[config.mk]
export PLATFORM = sky130hd
export DESIGN_NAME = mem_selftest_seq
export DESIGN_NICKNAME = d
export VERILOG_FILES = /design/src/rtl/mst_pkg.sv /design/src/rtl/mst_rom.sv /design/src/rtl/mst_ram.sv /design/src/rtl/mst_hold.sv /design/src/rtl/mem_selftest_seq.sv
export SDC_FILE = /design/constraint.sdc
export NUM_CORES = 1
export LEC_CHECK = 0
export BUFFER_PORTS_ARGS = -buffer_cell sky130_fd_sc_hd__buf_2
export CELL_PAD_IN_SITES_DETAIL_PLACEMENT = 0
export CELL_PAD_IN_SITES_GLOBAL_PLACEMENT = 1
export CORE_UTILIZATION = 30
export CTS_CLUSTER_SIZE = 16
export DETAILED_ROUTE_END_ITERATION = 8
export PLACE_DENSITY = 0.45
export SLEW_MARGIN = 20
export SYNTH_ARGS = -nofsm -noshare
export SYNTH_HDL_FRONTEND = slang
export SYNTH_SLANG_ARGS = --single-unit
[constraint.sdc]
create_clock -name clk -period 7.1 [get_ports clk]
set_clock_uncertainty 0.05 [all_clocks]
set_input_delay 1.065 -clock clk [delete_from_list [all_inputs] [get_ports clk]]
set_output_delay 1.065 -clock clk [all_outputs]
set_load 0.1 [all_outputs]
[src/rtl/mst_pkg.sv]
package mst_pkg;
  typedef enum logic [2:0] {
    ST_ROM, ST_RAMW, ST_RAMR, ST_HOLD, ST_WAIT, ST_END
  } mst_state_t;

  localparam logic [1:0] CODE_PASS = 2'b01;
  localparam logic [1:0] CODE_FAIL = 2'b10;
  localparam logic [1:0] TID_ROM   = 2'd0;
  localparam logic [1:0] TID_RAM   = 2'd1;
  localparam logic [1:0] TID_HOLD  = 2'd2;
endpackage

[src/rtl/mst_rom.sv]
module mst_rom #(
  parameter int          DATA_W = 32,
  parameter int          WORDS  = 8,
  parameter logic [DATA_W-1:0] SEED = '0,
  parameter logic [DATA_W-1:0] STEP = '0,
  localparam int         AW     = (WORDS > 1) ? $clog2(WORDS) : 1
) (
  input  logic              clk,
  input  logic [AW-1:0]     addr,
  output logic [DATA_W-1:0] q
);
  // table content computed from its index; registered read
  always_ff @(posedge clk) begin
    q <= SEED + STEP * DATA_W'(addr);
  end
endmodule

[src/rtl/mst_ram.sv]
module mst_ram #(
  parameter int  DATA_W = 32,
  parameter int  WORDS  = 12,
  localparam int AW     = (WORDS > 1) ? $clog2(WORDS) : 1
) (
  input  logic              clk,
  input  logic              we,
  input  logic [AW-1:0]     addr,
  input  logic [DATA_W-1:0] wdata,
  output logic [DATA_W-1:0] q
);
  logic [DATA_W-1:0] mem [2**AW];

  always_ff @(posedge clk) begin
    if (we) mem[addr] <= wdata;
    q <= mem[addr];
  end
endmodule

[src/rtl/mst_hold.sv]
module mst_hold #(
  parameter int   LIMIT    = 20459,
  parameter logic PIN_MASK = 1'b1,
  localparam int  CW       = $clog2(LIMIT + 1)
) (
  input  logic clk,
  input  logic rst_n,
  input  logic en,
  input  logic pin_in,
  output logic hit
);
  localparam logic [CW-1:0] LIM = CW'(LIMIT);

  logic          s1, s2;
  logic [CW-1:0] cnt;
  logic          masked;

  assign masked = s2 & PIN_MASK;

  always_ff @(posedge clk) begin
    if (!rst_n) begin
      s1  <= 1'b0;
      s2  <= 1'b0;
      cnt <= '0;
    end else begin
      s1 <= pin_in;
      s2 <= s1;
      if (!en || !masked) cnt <= '0;
      else if (cnt != LIM) cnt <= cnt + 1'b1;
    end
  end

  assign hit = en && (cnt == LIM);
endmodule

[src/rtl/mem_selftest_seq.sv]
module mem_selftest_seq
  import mst_pkg::*;
#(
  parameter int          DATA_W     = 32,
  parameter int          ROM_WORDS  = 8,
  parameter logic [31:0] ROM_SEED   = 32'h1000_0001,
  parameter logic [31:0] ROM_STEP   = 32'h0101_0101,
  parameter logic [31:0] EXP_SUM    = 32'h9C1C_1C24,
  parameter int          RAM_WORDS  = 12,
  parameter logic [31:0] RAM_BASE   = 32'hA5C3_0F00,
  parameter logic [31:0] RAM_STEP   = 32'h1357_9BDF,
  parameter int          HOLD_LIMIT = 20459,
  parameter logic        PIN_MASK   = 1'b1
) (
  input  logic       clk,
  input  logic       rst_n,
  input  logic       pin_in,
  input  logic       res_ack,
  output logic       res_valid,
  output logic [1:0] res_code,
  output logic [1:0] res_test
);
  localparam int ROM_AW = (ROM_WORDS > 1) ? $clog2(ROM_WORDS) : 1;
  localparam int RAM_AW = (RAM_WORDS > 1) ? $clog2(RAM_WORDS) : 1;
  localparam int MAXW   = (ROM_WORDS > RAM_WORDS) ? ROM_WORDS : RAM_WORDS;
  localparam int IDX_W  = $clog2(MAXW + 1) + 1;
  localparam logic [IDX_W-1:0] ROM_END  = IDX_W'(ROM_WORDS);
  localparam logic [IDX_W-1:0] RAM_END  = IDX_W'(RAM_WORDS);
  localparam logic [IDX_W-1:0] RAM_LAST = IDX_W'(RAM_WORDS - 1);

  mst_state_t        state, after;
  logic [IDX_W-1:0]  idx, chk_idx;
  logic              rd_v, mism;
  logic [DATA_W-1:0] acc, rom_q, ram_q, ram_wdata;
  logic              ram_we, hold_hit;

  function automatic logic [DATA_W-1:0] ram_pat(input logic [IDX_W-1:0] i);
    return DATA_W'(RAM_BASE) + DATA_W'(RAM_STEP) * DATA_W'(i);
  endfunction

  assign ram_we    = (state == ST_RAMW);
  assign ram_wdata = ram_pat(idx);

  mst_rom #(.DATA_W(DATA_W), .WORDS(ROM_WORDS),
            .SEED(DATA_W'(ROM_SEED)), .STEP(DATA_W'(ROM_STEP))) u_rom (
    .clk(clk), .addr(idx[ROM_AW-1:0]), .q(rom_q));

  mst_ram #(.DATA_W(DATA_W), .WORDS(RAM_WORDS)) u_ram (
    .clk(clk), .we(ram_we), .addr(idx[RAM_AW-1:0]),
    .wdata(ram_wdata), .q(ram_q));

  mst_hold #(.LIMIT(HOLD_LIMIT), .PIN_MASK(PIN_MASK)) u_hold (
    .clk(clk), .rst_n(rst_n), .en(state == ST_HOLD),
    .pin_in(pin_in), .hit(hold_hit));

  always_ff @(posedge clk) begin
    if (!rst_n) begin
      state     <= ST_ROM;
      after     <= ST_ROM;
      idx       <= '0;
      chk_idx   <= '0;
      rd_v      <= 1'b0;
      mism      <= 1'b0;
      acc       <= '0;
      res_valid <= 1'b0;
      res_code  <= 2'b00;
      res_test  <= 2'b00;
    end else begin
      res_valid <= 1'b0;
      case (state)
        ST_ROM: begin
          if (rd_v) acc <= acc + rom_q;
          if (idx < ROM_END) begin
            idx  <= idx + 1'b1;
            rd_v <= 1'b1;
          end else begin
            rd_v <= 1'b0;
            if (!rd_v) begin
              res_valid <= 1'b1;
              res_test  <= TID_ROM;
              res_code  <= (acc == DATA_W'(EXP_SUM)) ? CODE_PASS : CODE_FAIL;
              after     <= ST_RAMW;
              state     <= ST_WAIT;
            end
          end
        end
        ST_RAMW: begin
          if (idx == RAM_LAST) begin
            idx   <= '0;
            mism  <= 1'b0;
            state <= ST_RAMR;
          end else begin
            idx <= idx + 1'b1;
          end
        end
        ST_RAMR: begin
          if (rd_v && (ram_q != ram_pat(chk_idx))) mism <= 1'b1;
          if (idx < RAM_END) begin
            chk_idx <= idx;
            idx     <= idx + 1'b1;
            rd_v    <= 1'b1;
          end else begin
            rd_v <= 1'b0;
            if (!rd_v) begin
              res_valid <= 1'b1;
              res_test  <= TID_RAM;
              res_code  <= mism ? CODE_FAIL : CODE_PASS;
              after     <= ST_HOLD;
              state     <= ST_WAIT;
            end
          end
        end
        ST_HOLD: begin
          if (hold_hit) begin
            res_valid <= 1'b1;
            res_test  <= TID_HOLD;
            res_code  <= CODE_PASS;
            after     <= ST_END;
            state     <= ST_WAIT;
          end
        end
        ST_WAIT: begin
          if (res_ack) begin
            state <= after;
            idx   <= '0;
            rd_v  <= 1'b0;
          end
        end
        default: ;
      endcase
    end
  end
endmodule

==> impl_metrics.prom, run 1 <==
# TYPE chip_impl_metric gauge
chip_impl_metric{name="post_synth_num_cell_types",unit=""} 93
chip_impl_metric{name="mappedNetlistNets",unit=""} 2179
chip_impl_metric{name="drt-initial-drc-count",unit=""} 1329
chip_impl_metric{name="antennaDiodeCount",unit=""} 0
chip_impl_metric{name="syn_avg_cell_area",unit="um2"} 15.2
chip_impl_metric{name="setup.reg_to_reg.worst_slack",unit="ns"} 1.07
chip_impl_metric{name="final_estimated_routing_congestion_in_global_placement",unit=""} 0.845
chip_impl_metric{name="clockPowerShare",unit="%"} 38.0
chip_impl_metric{name="grt_antenna_before_repair",unit=""} 4
chip_impl_metric{name="maxCapViolCount",unit=""} 0
chip_impl_info{name="min-delay-start",value="u_hold.s1"} 1
chip_impl_metric{name="post_drt_wl_per_cell",unit="um"} 25.3
chip_impl_metric{name="cts_resized",unit=""} 0
chip_impl_metric{name="cts_buffers",unit=""} 73
chip_impl_metric{name="drtAntennaViolNets",unit=""} 0
chip_impl_metric{name="finish.utilization",unit="%"} 34.7
chip_impl_metric{name="top_level_ports",unit=""} 9
chip_impl_metric{name="ys_seq_elements",unit=""} 621
chip_impl_info{name="most_frequent_cells_in_the_layout",value="sky130_fd_sc_hd__edfxtp_1, sky130_fd_sc_hd__mux4_2, sky130_fd_sc_hd__ha_1"} 1
chip_impl_metric{name="via_cell_ratio",unit=""} 5.06
chip_impl_metric{name="first_pass_iters",unit=""} 7
chip_impl_metric{name="post_cts.repair.setup_buffers",unit=""} 0
chip_impl_metric{name="clk_pin_slew",unit="ns"} 0.06
chip_impl_metric{name="timing_worst_slew_pin_value",unit="ns"} 1.04
chip_impl_info{name="startpoint_type",value="register"} 1
chip_impl_info{name="min-delay-path-class",value="reg -> reg"} 1
chip_impl_metric{name="placement.cell_area",unit="mm2"} 0.0318
chip_impl_metric{name="clock_latency",unit="ns"} 0.62
chip_impl_metric{name="drive_above_1_share",unit="%"} 18.9
chip_impl_info{name="critPathKind",value="reg -> reg"} 1
chip_impl_info{name="final_common_cell",value="sky130_fd_sc_hd__edfxtp_1"} 1
chip_impl_metric{name="ys_seq_area_share",unit="%"} 58.6
chip_impl_info{name="tritoncts",value="built"} 1
chip_impl_info{name="synth_flop_cell",value="sky130_fd_sc_hd__edfxtp_1"} 1
chip_impl_metric{name="timing.critical_path.fanout_max",unit=""} 23
chip_impl_metric{name="floorplan.initialDensity",unit="%"} 30.3
chip_impl_info{name="setup.worst_path.end_class",value="register"} 1
chip_impl_metric{name="post-layout-total-power",unit="mW"} 9.83
chip_impl_metric{name="total_leakage_power",unit="nW"} 12.1
chip_impl_metric{name="first_global_vias",unit=""} 17927
chip_impl_metric{name="finish.net_count",unit=""} 2238
chip_impl_metric{name="final_cell_count_no_fill",unit=""} 3371
chip_impl_metric{name="place.detailed.instances",unit=""} 3237
chip_impl_metric{name="cell_internal_pwr",unit="mW"} 7.19
chip_impl_metric{name="grt-ovfl-total",unit=""} 0
chip_impl_metric{name="ir_drop",unit="V"} 0.000186
chip_impl_info{name="clock_tree.root_cell",value="sky130_fd_sc_hd__clkbuf_16"} 1
chip_impl_metric{name="htree_levels",unit=""} 3
chip_impl_metric{name="grt_pass1_wl",unit="um"} 126000
chip_impl_metric{name="critical_path_arrival",unit="ns"} 6.23
chip_impl_metric{name="power_density",unit="mW/mm2"} 287
chip_impl_metric{name="ctsLongestPathBuffers",unit=""} 3
chip_impl_metric{name="hold_buffers",unit=""} 0
chip_impl_metric{name="wl",unit="um"} 85400
chip_impl_metric{name="fmaxAchievable",unit="MHz"} 166
chip_impl_metric{name="io_buffers",unit=""} 8
chip_impl_metric{name="syn-cell-area",unit="mm2"} 0.0299
chip_impl_metric{name="syn2layout_area_growth",unit="%"} 14.3
chip_impl_metric{name="drc_violation_count_after_routing",unit=""} 0
chip_impl_metric{name="yosys_warnings",unit=""} 0
chip_impl_metric{name="route.vias.total",unit=""} 17049
chip_impl_metric{name="clock_sink_count",unit=""} 621
chip_impl_metric{name="switching_power_share_of_the_total",unit="%"} 26.8
chip_impl_metric{name="drv_slew",unit=""} 0
chip_impl_info{name="grt_setup_unrepaired",value="false"} 1
chip_impl_metric{name="synth-edff-count",unit=""} 512
chip_impl_metric{name="dpl.hpwl",unit="um"} 52400
chip_impl_metric{name="switchingPower",unit="mW"} 2.64
chip_impl_info{name="startpoint",value="idx[2]"} 1
chip_impl_metric{name="placeable_core_region",unit="mm2"} 0.0987
chip_impl_metric{name="grt_util_all_layers",unit="%"} 17.1
chip_impl_metric{name="final_design_instance_area_without_fill",unit="mm2"} 0.0342
chip_impl_metric{name="final_cycle_share",unit="%"} 84.9
chip_impl_metric{name="async_flop_share",unit="%"} 0
chip_impl_metric{name="power_frac_seq",unit="%"} 45.8
chip_impl_metric{name="final_critical_delay_including_setup_and_external_delays",unit="ns"} 6.03
chip_impl_info{name="regToRegStartpoint",value="idx[2]"} 1
chip_impl_metric{name="worstPathRequired",unit="ns"} 7.30
chip_impl_metric{name="pwr-share-comb",unit="%"} 16.2
chip_impl_metric{name="timing_hold_violations_final",unit=""} 0
chip_impl_info{name="status",value="completed"} 1
chip_impl_metric{name="die_h",unit="um"} 318
chip_impl_metric{name="grt_start_max_net_pins",unit=""} 111
chip_impl_metric{name="slew_headroom",unit="%"} 30.4
chip_impl_metric{name="syn-instance-count",unit=""} 1966
chip_impl_metric{name="die_w",unit="um"} 318
chip_impl_metric{name="fin_setup_tns",unit="ns"} 0
chip_impl_metric{name="fp.dieArea",unit="mm2"} 0.101
chip_impl_metric{name="finalSetupViolCount",unit=""} 0
chip_impl_metric{name="core.rowCount",unit=""} 115
-- power by group through the flow --
| stage | registers [mW] | clock network [mW] | logic [mW] |
|---|---|---|---|
| floorplan | 4.55 | 0 | 0.977 |
| global placement | 4.58 | 0 | 1.58 |
| detailed placement | 4.58 | 0 | 1.60 |
| CTS | 4.50 | 3.84 | 1.61 |
| global route | 4.50 | 3.98 | 1.77 |
| finish | 4.50 | 3.74 | 1.59 |
-- state kept, by name (all words and copies together) (netlist names) --
name / count
acc: 32
after: 1
chk_idx: 5
idx: 5
mism: 1
rd_v: 1
res_code: 2
res_test: 2
res_valid: 1
state: 3
u_hold.cnt: 15
u_hold.masked: 1
u_hold.s1: 1
u_ram.mem: 512
u_ram.q: 32
u_rom.q: 7
-- through the flow --
step	hold slack (ns)	setup slack, ns
floorplan	0.362	0.595
global placement	0.412	1.19
detailed placement	0.409	1.14
CTS	0.432	1.09
global route	0.444	0.608
finish	0.408	1.07
-- cell type report --
class                           count  area (um2)
Fill cell                        9535       64500
Sequential cell                   621       17600
Multi-Input combinational cell   1156       11800
Clock buffer                      105        2090
Tap cell                         1287        1610
Inverter                          119         448
Timing Repair Buffer               54         398
Clock inverter                     29         339
-- Yosys cell counts (4+ instances only) --
master / n / area share [%]
sky130_fd_sc_hd__and2_1: 10 / 0.21
sky130_fd_sc_hd__a211oi_1: 13 / 0.33
sky130_fd_sc_hd__nor3b_1: 4 / 0.10
sky130_fd_sc_hd__nor4_1: 7 / 0.15
sky130_fd_sc_hd__inv_1: 118 / 1.5
sky130_fd_sc_hd__a31oi_1: 14 / 0.29
sky130_fd_sc_hd__nor4b_1: 7 / 0.20
sky130_fd_sc_hd__a21oi_1: 87 / 1.5
sky130_fd_sc_hd__o311ai_0: 4 / 0.12
sky130_fd_sc_hd__nor2b_1: 11 / 0.23
sky130_fd_sc_hd__nand4_1: 22 / 0.46
sky130_fd_sc_hd__nor3_1: 24 / 0.40
sky130_fd_sc_hd__nor2_1: 114 / 1.4
sky130_fd_sc_hd__or4_1: 4 / 0.10
sky130_fd_sc_hd__xor2_1: 29 / 0.85
sky130_fd_sc_hd__o22ai_1: 4 / 0.084
sky130_fd_sc_hd__a2bb2oi_1: 4 / 0.12
sky130_fd_sc_hd__o21ai_0: 37 / 0.62
sky130_fd_sc_hd__o21bai_1: 8 / 0.20
sky130_fd_sc_hd__o21ai_1: 9 / 0.15
sky130_fd_sc_hd__clkbuf_1: 47 / 0.59
sky130_fd_sc_hd__o211ai_1: 7 / 0.18
sky130_fd_sc_hd__nand2b_1: 16 / 0.33
sky130_fd_sc_hd__o21a_1: 9 / 0.23
sky130_fd_sc_hd__and3_1: 26 / 0.54
sky130_fd_sc_hd__nand2_1: 74 / 0.93
sky130_fd_sc_hd__or3_1: 9 / 0.19
sky130_fd_sc_hd__nand3_1: 36 / 0.60
sky130_fd_sc_hd__dfxtp_1: 109 / 7.3
sky130_fd_sc_hd__a21o_1: 21 / 0.53
sky130_fd_sc_hd__fa_1: 63 / 4.2
sky130_fd_sc_hd__edfxtp_1: 512 / 51
sky130_fd_sc_hd__a311oi_1: 6 / 0.18
sky130_fd_sc_hd__xnor2_1: 73 / 2.1
sky130_fd_sc_hd__ha_1: 146 / 6.1
sky130_fd_sc_hd__buf_1: 16 / 0.20
sky130_fd_sc_hd__mux2i_1: 8 / 0.27
sky130_fd_sc_hd__o31ai_1: 7 / 0.18
sky130_fd_sc_hd__or2_2: 6 / 0.13
sky130_fd_sc_hd__mux4_2: 160 / 12
sky130_fd_sc_hd__a22oi_1: 4 / 0.10
sky130_fd_sc_hd__and4_1: 5 / 0.15
-- layer usage --
| layer | track usage (%) | vias to the layer above | share of wire [%] |
|---|---|---|---|
| li1 | - | 7725 | - |
| met1 | 24.3 | 8922 | 48 |
| met2 | 27.6 | 302 | 47 |
| met3 | 2.43 | 98 | 3.6 |
| met4 | 3.82 | 2 | 1.7 |
| met5 | 0 | - | 0.014 |
-- cell families after synthesis --
kind of cell / share of synthesized area (%)
AO/OA/AOI/OAI: 6.60
XOR/XNOR: 2.98
adder cells (fa/ha/maj): 10.3
buffers and inverters: 2.46
flip-flops: 58.6
multiplexers: 12.4
AND/OR/NAND/NOR: 6.66
-- path summary, 6_finish.rpt --
path | depth (start not counted) | endpoint
max | 15 | u_ram.mem[1][31]
min | 1 | u_hold.masked
max reg2reg | 15 | u_ram.mem[1][31]
min reg2reg | 1 | u_hold.masked
-- critical path, stage by stage (launching register included) --
cell and delay (ns):
sky130_fd_sc_hd__dfxtp_2 0.36, sky130_fd_sc_hd__buf_4 0.45, sky130_fd_sc_hd__ha_1 0.34, sky130_fd_sc_hd__inv_1 0.15, sky130_fd_sc_hd__fa_1 0.53, sky130_fd_sc_hd__fa_1 0.47, sky130_fd_sc_hd__fa_1 0.55, sky130_fd_sc_hd__nor2b_1 0.19
sky130_fd_sc_hd__o31a_1 0.19, sky130_fd_sc_hd__a2bb2oi_1 0.41, sky130_fd_sc_hd__a311o_1 0.34, sky130_fd_sc_hd__o211ai_2 0.12, sky130_fd_sc_hd__a31oi_1 0.29, sky130_fd_sc_hd__a41o_1 0.26, sky130_fd_sc_hd__nor4_1 0.06, sky130_fd_sc_hd__a311oi_2 0.90
Note: power is estimated with default switching activity, not from simulation.
==> inputs of run 2 (changes only) <==
Clock period 7.1 ns to 5.8 ns, I/O delays scaled along.
==> run 2 against run 1 <==
  * Utilization is essentially flat
  * Sequential power grew 22%
  * Critical path depth shrank 1
  * Maximum frequency grew 8.5%
  * Combinational power grew 23%
  * First-iteration DRC count shrank 17%
  * Largest cell class unchanged
  * Critical endpoint unchanged
==> impl_metrics.prom, run 2 (synthesis results as in run 1) <==
# TYPE chip_impl_metric gauge
chip_impl_info{name="status",value="completed"} 1
chip_impl_metric{name="cts_buffers",unit=""} 73
chip_impl_metric{name="slew_headroom",unit="%"} 31.6
chip_impl_metric{name="clock_sink_count",unit=""} 621
chip_impl_metric{name="timing.critical_path.fanout_max",unit=""} 16
chip_impl_metric{name="post_cts.repair.setup_buffers",unit=""} 0
chip_impl_metric{name="maxCapViolCount",unit=""} 0
chip_impl_metric{name="pwr-share-comb",unit="%"} 16.2
chip_impl_metric{name="fmaxAchievable",unit="MHz"} 180
chip_impl_metric{name="power_density",unit="mW/mm2"} 352
chip_impl_metric{name="drv_slew",unit=""} 0
chip_impl_metric{name="io_buffers",unit=""} 8
chip_impl_metric{name="critical_path_arrival",unit="ns"} 5.82
chip_impl_metric{name="fill_cells",unit=""} 9496
chip_impl_metric{name="total_leakage_power",unit="nW"} 12.1
chip_impl_info{name="critPathKind",value="reg -> reg"} 1
chip_impl_metric{name="top_level_ports",unit=""} 9
chip_impl_metric{name="final_estimated_routing_congestion_in_global_placement",unit=""} 0.843
chip_impl_info{name="reg.largest.list",value="u_ram.mem (512), acc (32), u_ram.q (32)"} 1
chip_impl_metric{name="syn2layout_area_growth",unit="%"} 14.4
chip_impl_metric{name="htree_levels",unit=""} 3
chip_impl_metric{name="dpl.hpwl",unit="um"} 53500
chip_impl_metric{name="grt_util_all_layers",unit="%"} 17.2
chip_impl_info{name="setup.worst_path.end_class",value="register"} 1
chip_impl_info{name="startpoint",value="idx[3]"} 1
chip_impl_info{name="grt_setup_unrepaired",value="false"} 1
chip_impl_info{name="clock_tree.root_cell",value="sky130_fd_sc_hd__clkbuf_16"} 1
chip_impl_metric{name="grt-ovfl-total",unit=""} 0
chip_impl_info{name="tritoncts",value="built"} 1
chip_impl_metric{name="antennaDiodeCount",unit=""} 0
chip_impl_info{name="final_common_cell",value="sky130_fd_sc_hd__edfxtp_1"} 1
chip_impl_metric{name="first_global_vias",unit=""} 18028
chip_impl_metric{name="clockPowerShare",unit="%"} 38.1
chip_impl_metric{name="final-seq-area",unit="mm2"} 0.0176
chip_impl_metric{name="ctsLongestPathBuffers",unit=""} 3
chip_impl_metric{name="grt_start_max_net_pins",unit=""} 60
chip_impl_info{name="min-delay-path-class",value="reg -> reg"} 1
chip_impl_metric{name="die_w",unit="um"} 318
chip_impl_info{name="max_flop_register",value="u_ram.mem"} 1
chip_impl_info{name="regToRegStartpoint",value="idx[3]"} 1
chip_impl_metric{name="post_drt_wl_per_cell",unit="um"} 25.4
chip_impl_metric{name="wl",unit="um"} 85600
chip_impl_metric{name="finish.net_count",unit=""} 2241
chip_impl_metric{name="cell_internal_pwr",unit="mW"} 8.79
chip_impl_metric{name="cts_resized",unit=""} 0
chip_impl_metric{name="area_used_by_multi_input_combinational_logic",unit="mm2"} 0.0118
chip_impl_metric{name="ir_drop",unit="V"} 0.000234
chip_impl_metric{name="hold_buffers",unit=""} 0
chip_impl_metric{name="route.vias.total",unit=""} 16993
chip_impl_metric{name="die_h",unit="um"} 318
chip_impl_metric{name="switching_power_share_of_the_total",unit="%"} 27.1
chip_impl_info{name="most_frequent_cells_in_the_layout",value="sky130_fd_sc_hd__edfxtp_1, sky130_fd_sc_hd__mux4_2, sky130_fd_sc_hd__ha_1"} 1
chip_impl_metric{name="largest_register_ffs",unit=""} 512
chip_impl_metric{name="switchingPower",unit="mW"} 3.27
chip_impl_info{name="startpoint_type",value="register"} 1
chip_impl_metric{name="drc_violation_count_after_routing",unit=""} 0
chip_impl_metric{name="core.rowCount",unit=""} 115
chip_impl_metric{name="drtAntennaViolNets",unit=""} 0
chip_impl_metric{name="drt-initial-drc-count",unit=""} 1108
chip_impl_metric{name="finalSetupViolCount",unit=""} 0
chip_impl_metric{name="first_pass_iters",unit=""} 7
chip_impl_metric{name="final_cycle_share",unit="%"} 95.8
chip_impl_metric{name="floorplan.initialDensity",unit="%"} 30.3
chip_impl_metric{name="final_critical_delay_including_setup_and_external_delays",unit="ns"} 5.55
chip_impl_metric{name="fin_setup_tns",unit="ns"} 0
chip_impl_metric{name="drive_above_1_share",unit="%"} 18.8
chip_impl_metric{name="clk_pin_slew",unit="ns"} 0.06
chip_impl_metric{name="finish.utilization",unit="%"} 34.7
chip_impl_metric{name="power_frac_seq",unit="%"} 45.7
chip_impl_metric{name="placeable_core_region",unit="mm2"} 0.0987
chip_impl_metric{name="timing_hold_violations_final",unit=""} 0
chip_impl_metric{name="timing_worst_slew_pin_value",unit="ns"} 1.03
chip_impl_metric{name="grt_pass1_wl",unit="um"} 127000
chip_impl_metric{name="fp.dieArea",unit="mm2"} 0.101
chip_impl_metric{name="grt_antenna_before_repair",unit=""} 1
chip_impl_metric{name="worstPathRequired",unit="ns"} 6.07
chip_impl_metric{name="via_cell_ratio",unit=""} 5.04
chip_impl_info{name="min-delay-start",value="u_hold.s1"} 1
chip_impl_metric{name="clock_latency",unit="ns"} 0.65
run 2: changes by cell type in the layout (fill, tap and decap cells not counted), sizes merged:
cell	change
clkinv	+15
clkbuf	-12
inv	-4
buf	+3
bufinv	+2
clkinvlp	-1
run 2: final timing paths:
kind / end / slack (ns) / depth (start not counted)
setup reg to reg: u_ram.mem[1][31] / 0.25 / 14
setup / recovery: u_ram.mem[1][31] / 0.25 / 14
hold / removal: u_hold.masked / 0.39 / 1
hold reg to reg: u_hold.masked / 0.39 / 1
run 2: layout make-up:
class | count | share of cell area [%]
inverters | 119 | 1.31
multi-input cells | 1156 | 34.4
clock inverters | 41 | 1.34
flip-flops and latches | 621 | 51.3
well taps | 1287 | 4.70
clock buffers | 93 | 5.76
repair buffers | 57 | 1.19
run 2: per-stage QoR:
stage                     worst slack [ns]  instances  hold WS, ns  power [mW]  cell area (um2)
after floorplan                     0.0236       1966        0.362        6.77            30000
after global placement               0.133       3240        0.379        7.54            31800
after detailed placement            0.0228       3240        0.381        7.58            31800
after CTS                           0.0118       3374        0.377        12.2            34200
after global routing                0.0116       3374        0.397        12.6            34300
final                                0.246       3374        0.387        12.1            34300
run 2: worst max-delay path: stages (launching register included):
cell and delay (ns):
sky130_fd_sc_hd__dfxtp_1 0.47, sky130_fd_sc_hd__fa_1 0.54, sky130_fd_sc_hd__inv_1 0.21, sky130_fd_sc_hd__fa_1 0.47
sky130_fd_sc_hd__fa_1 0.53, sky130_fd_sc_hd__fa_1 0.48, sky130_fd_sc_hd__nor2b_1 0.16, sky130_fd_sc_hd__o31a_1 0.20
sky130_fd_sc_hd__a2bb2oi_1 0.30, sky130_fd_sc_hd__a311o_1 0.31, sky130_fd_sc_hd__o211ai_2 0.12, sky130_fd_sc_hd__a31oi_1 0.29
sky130_fd_sc_hd__a41o_1 0.31, sky130_fd_sc_hd__nor4_1 0.10, sky130_fd_sc_hd__a311oi_4 0.69
run 2: power groups by stage:
stage          Sequential, mW  Clock [mW]  Combinational [mW]
3_5_place_dp             5.61           0                1.97
2_1_floorplan            5.57           0                1.20
6_report                 5.51        4.60                1.96
5_1_grt                  5.52        4.89                2.17
4_1_cts                  5.52        4.73                1.98
3_3_place_gp             5.61           0                1.93
run 2: metal layers:
layer	GRT usage, %	vias to the layer above	wire length (um)
li1	-	7741	-
met3	2.40	102	2280
met1	23.9	8927	40200
met4	4.09	0	1700
met2	28.2	223	41400
met5	0	-	0
